<file path="config.mk">
export PLATFORM = sky130hd
export DESIGN_NAME = bank_window_mapper
export DESIGN_NICKNAME = d
export VERILOG_FILES = /design/src/rtl/bwm_pkg.sv /design/src/rtl/bwm_rst_sync.sv /design/src/rtl/bwm_bank_file.sv /design/src/rtl/bwm_page_decode.sv /design/src/rtl/bwm_read_select.sv /design/src/rtl/bank_window_mapper.sv
export SDC_FILE = /design/constraint.sdc
export NUM_CORES = 1
export LEC_CHECK = 0
export BUFFER_PORTS_ARGS = -buffer_cell sky130_fd_sc_hd__buf_4
export CAP_MARGIN = 20
export CORE_MARGIN = 2
export CORE_UTILIZATION = 30
export DETAILED_ROUTE_END_ITERATION = 12
export SYNTH_ARGS = -nofsm -noshare
export SYNTH_HDL_FRONTEND = slang
export SYNTH_HIERARCHICAL = 1
export SYNTH_SLANG_ARGS = --single-unit
</file>
<file path="constraint.sdc">
create_clock -name clk -period 2.4 [get_ports clk]
set_input_delay 0.48 -clock clk [delete_from_list [all_inputs] [get_ports clk]]
set_output_delay 0.48 -clock clk [all_outputs]
set_load 0.1 [all_outputs]
</file>
<file path="src/rtl/bwm_pkg.sv">
package bwm_pkg;

  localparam int ADDR_W       = 16;
  localparam int DATA_W       = 8;
  localparam int OFFSET_W     = 13;
  localparam int REGION_IDX_W = ADDR_W - OFFSET_W;
  localparam int REGION_SLOTS = 1 << REGION_IDX_W;

  localparam logic [ADDR_W-1:0] REG_WIN_LO = 16'h6000;
  localparam logic [ADDR_W-1:0] REG_WIN_HI = 16'h7FEF;
  localparam logic [ADDR_W-1:0] CTRL_ADDR  = 16'h7FF9;
  localparam logic [ADDR_W-1:0] RB_BASE    = 16'h7FF0;
  localparam int                RB_ENA_BIT = 2;

  typedef enum logic [1:0] {
    WIN_ROM  = 2'd0,
    WIN_RAM  = 2'd1,
    WIN_VOID = 2'd2
  } win_kind_e;

  typedef struct packed {
    logic                    hit;
    logic [REGION_IDX_W-1:0] region;
  } sel_map_t;

  // register-select code (address bits 12:10) to window index
  function automatic sel_map_t map_select(input logic [2:0] code);
    sel_map_t m;
    m.hit = 1'b1;
    unique case (code)
      3'd0:    m.region = 3'd2;
      3'd1:    m.region = 3'd0;
      3'd2:    m.region = 3'd3;
      3'd3:    m.region = 3'd1;
      3'd4:    m.region = 3'd4;
      3'd6:    m.region = 3'd5;
      default: begin
        m.hit    = 1'b0;
        m.region = 3'd0;
      end
    endcase
    return m;
  endfunction

endpackage

</file>
<file path="src/rtl/bwm_rst_sync.sv">
module bwm_rst_sync #(
  parameter int STAGES = 2
) (
  input  logic clk,
  input  logic rst_n,
  output logic rst_n_sync
);
  logic [STAGES-1:0] shift_q;
  logic [STAGES-1:0] shift_d;

  always_comb shift_d = {shift_q[STAGES-2:0], 1'b1};

  always_ff @(posedge clk or negedge rst_n) begin
    if (!rst_n) shift_q <= '0;
    else        shift_q <= shift_d;
  end

  assign rst_n_sync = shift_q[STAGES-1];
endmodule

</file>
<file path="src/rtl/bwm_bank_file.sv">
module bwm_bank_file
  import bwm_pkg::*;
#(
  parameter int                NUM_REGIONS = 6,
  parameter int                BANK_W      = 8,
  parameter logic [BANK_W-1:0] RESET_BANK  = 8'hA8
) (
  input  logic                              clk,
  input  logic                              rst_n,
  input  logic                              bank_we,
  input  logic [REGION_IDX_W-1:0]           bank_idx,
  input  logic [BANK_W-1:0]                 bank_wdata,
  input  logic                              ctrl_we,
  input  logic [DATA_W-1:0]                 ctrl_wdata,
  output logic [NUM_REGIONS-1:0][BANK_W-1:0] bank_q,
  output logic [DATA_W-1:0]                 ctrl_q
);
  logic [DATA_W-1:0] ctrl_d;

  for (genvar g = 0; g < NUM_REGIONS; g++) begin : g_bank
    logic              en;
    logic [BANK_W-1:0] d;
    always_comb begin
      en = bank_we && (bank_idx == REGION_IDX_W'(g));
      d  = en ? bank_wdata : bank_q[g];
    end
    always_ff @(posedge clk or negedge rst_n) begin
      if (!rst_n) bank_q[g] <= RESET_BANK;
      else        bank_q[g] <= d;
    end
  end

  always_comb ctrl_d = ctrl_we ? ctrl_wdata : ctrl_q;

  always_ff @(posedge clk or negedge rst_n) begin
    if (!rst_n) ctrl_q <= '0;
    else        ctrl_q <= ctrl_d;
  end
endmodule

</file>
<file path="src/rtl/bwm_page_decode.sv">
module bwm_page_decode
  import bwm_pkg::*;
#(
  parameter int BANK_W = 8,
  parameter int PAGE_W = 7
) (
  input  logic [BANK_W-1:0] bank,
  output win_kind_e         kind,
  output logic [PAGE_W-1:0] page
);
  always_comb begin
    page = bank[PAGE_W-1:0];
    if (bank[BANK_W-1:BANK_W-4] == 4'h8)
      kind = bank[2] ? WIN_RAM : WIN_VOID;
    else
      kind = WIN_ROM;
  end
endmodule

</file>
<file path="src/rtl/bwm_read_select.sv">
module bwm_read_select
  import bwm_pkg::*;
(
  input  logic              cpu_rd,
  input  logic              rb_hit,
  input  logic [DATA_W-1:0] rb_data,
  input  win_kind_e         kind,
  input  logic [DATA_W-1:0] rom_rdata,
  input  logic [DATA_W-1:0] ram_rdata,
  output logic [DATA_W-1:0] cpu_rdata
);
  always_comb begin
    if (!cpu_rd)                 cpu_rdata = '1;
    else if (rb_hit)             cpu_rdata = rb_data;
    else if (kind == WIN_RAM)    cpu_rdata = ram_rdata;
    else if (kind == WIN_ROM)    cpu_rdata = rom_rdata;
    else                         cpu_rdata = '1;
  end
endmodule

</file>
<file path="src/rtl/bank_window_mapper.sv">
module bank_window_mapper
  import bwm_pkg::*;
#(
  parameter int                NUM_REGIONS = 6,
  parameter int                BANK_W      = 8,
  parameter int                PAGE_W      = 7,
  parameter logic [BANK_W-1:0] RESET_BANK  = 8'hA8
) (
  input  logic                       clk,
  input  logic                       rst_n,
  input  logic [ADDR_W-1:0]          cpu_addr,
  input  logic [DATA_W-1:0]          cpu_wdata,
  input  logic                       cpu_rd,
  input  logic                       cpu_wr,
  output logic [DATA_W-1:0]          cpu_rdata,
  output logic [PAGE_W+OFFSET_W-1:0] rom_addr,
  input  logic [DATA_W-1:0]          rom_rdata,
  output logic [OFFSET_W-1:0]        ram_addr,
  output logic                       ram_we,
  output logic [DATA_W-1:0]          ram_wdata,
  input  logic [DATA_W-1:0]          ram_rdata
);
  logic                               rst_n_sync;
  logic [NUM_REGIONS-1:0][BANK_W-1:0] bank_q;
  logic [NUM_REGIONS*BANK_W-1:0]      bank_flat;
  logic [DATA_W-1:0]                  ctrl_q;

  logic [REGION_IDX_W-1:0] region;
  logic                    in_reg_win;
  logic                    ctrl_hit;
  sel_map_t                sel;
  logic                    bank_we;
  logic                    ctrl_we;
  logic                    rb_hit;

  win_kind_e               kind_pad [REGION_SLOTS];
  logic [PAGE_W-1:0]       page_pad [REGION_SLOTS];
  logic [DATA_W-1:0]       rb_pad   [REGION_SLOTS];
  win_kind_e               cur_kind;
  logic [PAGE_W-1:0]       cur_page;

  bwm_rst_sync #(.STAGES(2)) u_rst (
    .clk        (clk),
    .rst_n      (rst_n),
    .rst_n_sync (rst_n_sync)
  );

  // address decode
  always_comb begin
    region     = cpu_addr[ADDR_W-1:OFFSET_W];
    in_reg_win = (cpu_addr >= REG_WIN_LO) && (cpu_addr <= REG_WIN_HI);
    ctrl_hit   = (cpu_addr == CTRL_ADDR);
    sel        = map_select(cpu_addr[12:10]);
    bank_we    = cpu_wr && in_reg_win && sel.hit;
    ctrl_we    = cpu_wr && ctrl_hit;
    rb_hit     = ctrl_q[RB_ENA_BIT] && (cpu_addr[ADDR_W-1:3] == RB_BASE[ADDR_W-1:3]);
  end

  bwm_bank_file #(
    .NUM_REGIONS (NUM_REGIONS),
    .BANK_W      (BANK_W),
    .RESET_BANK  (RESET_BANK)
  ) u_banks (
    .clk        (clk),
    .rst_n      (rst_n_sync),
    .bank_we    (bank_we),
    .bank_idx   (sel.region),
    .bank_wdata (cpu_wdata),
    .ctrl_we    (ctrl_we),
    .ctrl_wdata (cpu_wdata),
    .bank_q     (bank_q),
    .ctrl_q     (ctrl_q)
  );

  // per-slot decode, padded to the full 3-bit region index
  for (genvar g = 0; g < REGION_SLOTS; g++) begin : g_slot
    if (g < NUM_REGIONS) begin : g_live
      bwm_page_decode #(.BANK_W(BANK_W), .PAGE_W(PAGE_W)) u_dec (
        .bank (bank_q[g]),
        .kind (kind_pad[g]),
        .page (page_pad[g])
      );
      assign rb_pad[g] = DATA_W'(bank_q[g]);
      assign bank_flat[g*BANK_W +: BANK_W] = bank_q[g];
    end else begin : g_dead
      assign kind_pad[g] = WIN_VOID;
      assign page_pad[g] = '0;
      assign rb_pad[g]   = '0;
    end
  end

  always_comb begin
    cur_kind  = kind_pad[region];
    cur_page  = page_pad[region];
    rom_addr  = {cur_page, cpu_addr[OFFSET_W-1:0]};
    ram_addr  = cpu_addr[OFFSET_W-1:0];
    ram_wdata = cpu_wdata;
    ram_we    = cpu_wr && !in_reg_win && !ctrl_hit && (cur_kind == WIN_RAM);
  end

  bwm_read_select u_rsel (
    .cpu_rd    (cpu_rd),
    .rb_hit    (rb_hit),
    .rb_data   (rb_pad[cpu_addr[2:0]]),
    .kind      (cur_kind),
    .rom_rdata (rom_rdata),
    .ram_rdata (ram_rdata),
    .cpu_rdata (cpu_rdata)
  );
endmodule

</file>
==> reports/summary.txt <==
vias per cell - 4.72
warnings from Yosys - 6
syn_area_per_cell - 12.0 sq um
sequential cell area - 0.00130 sq mm
All-Layer GR Usage - 13.9%
Hold Fails Final Rpt - 0
Ant. Diodes - 0
row count - 41
Layout Nets - 428
htree depth - 2
clock buffer depth - 2
area of the multi-input gates - 0.00205 sq mm
number of fillers in the final layout - 1221
P_leak - 2.31 nW
setup ws final - -412 ps
CP max FO - 8
root buffer cell - clkbuf_16
clk_skew - 3.04 ps
Final Setup Violations - 9
dpl cells - 547
CP startpoint kind - flop
TritonCTS Buffers - 5
clk slew on worst S/H paths - 70 ps
DR WL met2 - 4.58 mm
Synth Instances - 324
arrival time at the worst endpoint - 2330 ps
Rel. slew slack - 61.4%
initial core utilization - 30.8%
Buffers on Ports - 93
Worst-Skew Late Latency - 290 ps
antenna viol nets, final - 0
Placed Area - 0.00465 sq mm
final worst path period share - 117%
P&R area growth vs syn - 28.2%
failing checks - setup timing
largest net degree at the start of global routing - 36
DR WL met3 - 431 um
max-slew violations - 0
CP endpoint kind - output port
fin area - 0.00498 sq mm
top sig layer - met4
Ports - 94
clock sinks - 51
Met1 Wirelength - 4.38 mm
final WL - 9.47 mm
hold crit path type - flop to asynchronous set/reset pin
unrepaired setup endpoints after global routing - true
syn_nets - 368
PwrDens - 596 mW/mm^2
Layout Utilization - 39.4%
CTS tree - done
most common cell after layout, fill and taps aside - buf_4
first-pass GRT wire length - 15.4 mm
Fmax - 0.356 GHz
Setup CP Type - flop to output port
grt total ovfl - 0
die width - 118 um
Die Y - 118 um
Initial DRC Count - 137
commonest non-fill, non-tap cells in the layout - buf_4 (132), mux2_2 (51), dfrtp_1 (32)
GPL Wtd Cong - 0.781
Worst-Margin Slew - 576 ps
die area - 0.0139 sq mm
DR WL/cell - 17.0 um
Worst Path Required - 1920 ps
Non-Filler Instances - 557
Final Critical Period - 2810 ps
Max IR drop VDD - 315 uV
post-DP HPWL - 7.19 mm
initial antenna violation count - 0
vias in the first global route - 2775
drt first pass iters - 4
Core Area - 0.0126 sq mm
MaxCap Viol Count - 0
Vias - 2629
Post-Syn Area - 0.00388 sq mm
status - finished with violations
number of remaining DRC errors - 0
ratio of cells with drive above 1 in the final layout - 66.5%
Place WS - -227 ps
registers in the layout (all words and copies together), names as in the netlist:
| signal | cells |
|---|---|
| u_rst/shift_q | 2 |
| u_banks/ctrl_q | 1 |
| u_banks/bank_q | 48 |
path summary, 6_finish.rpt:
path | cells after the start | slack (ps) | end | startpoint
max | 9 | -410 | cpu_rdata[5] | u_banks/bank_q[5]
max in group asynchronous | 1 | 1450 | u_banks/bank_q[31] | u_rst/shift_q[1]
max reg2reg | 1 | 1450 | u_banks/bank_q[31] | u_rst/shift_q[1]
min | 0 | 160 | u_banks/bank_q[9] | u_rst/shift_q[1]
min in group clk | 0 | 350 | u_rst/shift_q[1] | u_rst/shift_q[0]
min reg2reg | 0 | 160 | u_banks/bank_q[9] | u_rst/shift_q[1]
layer usage:
layer	GRT usage, %	vias up
met3	2.71	7
met2	23.5	80
met4	2.94	0
li1	-	1235
met1	18.5	1307
met5	0	-
report_power, final:
| group | total (mW) | leakage [nW] | switching (mW) | internal (mW) |
|---|---|---|---|---|
| combinational | 1.17 | 1.61 | 0.688 | 0.487 |
| sequential | 1.08 | 0.624 | 0.0813 | 0.998 |
| clock | 0.713 | 0.0740 | 0.326 | 0.387 |
worst max-delay path, stage by stage, from the launching register on:
cell,delay (ps)
dfstp_2,540
nor2_2,40
and4bb_1,190
mux2_4,290
o32ai_4,260
a21oi_4,80
nor3b_4,220
buf_12,180
a2bb2oi_2,80
buf_12,170
through the flow:
stage          total power, mW  hold WS [ps]  setup TNS, ps
6_report                  2.97           163          -3510
5_1_grt                   3.09           194          -4100
4_1_cts                   2.98           176          -3330
3_5_place_dp              2.23           172          -1840
3_3_place_gp              2.21           169          -1240
2_1_floorplan             2.04           184          -3180
area by class of cell:
class | count | share of cell area [%]
Tap cell | 172 | 4.32
Clock buffer | 5 | 2.51
Multi-Input combinational cell | 167 | 41.1
Inverter | 15 | 1.13
Clock inverter | 3 | 0.377
Timing Repair Buffer | 144 | 24.4
Sequential cell | 51 | 26.1
what timing repair did:
action | CTS | global route
setup buffers | 0 | 0
pin swaps | 0 | 2
setup endpoints to repair | 9 | 9
gates cloned | 1 | 0
endpoints found under the hold margin | 2 | 0
hold buffers | 1 | 0
resized for setup | 31 | 6
(Power assumes the default switching activity.)
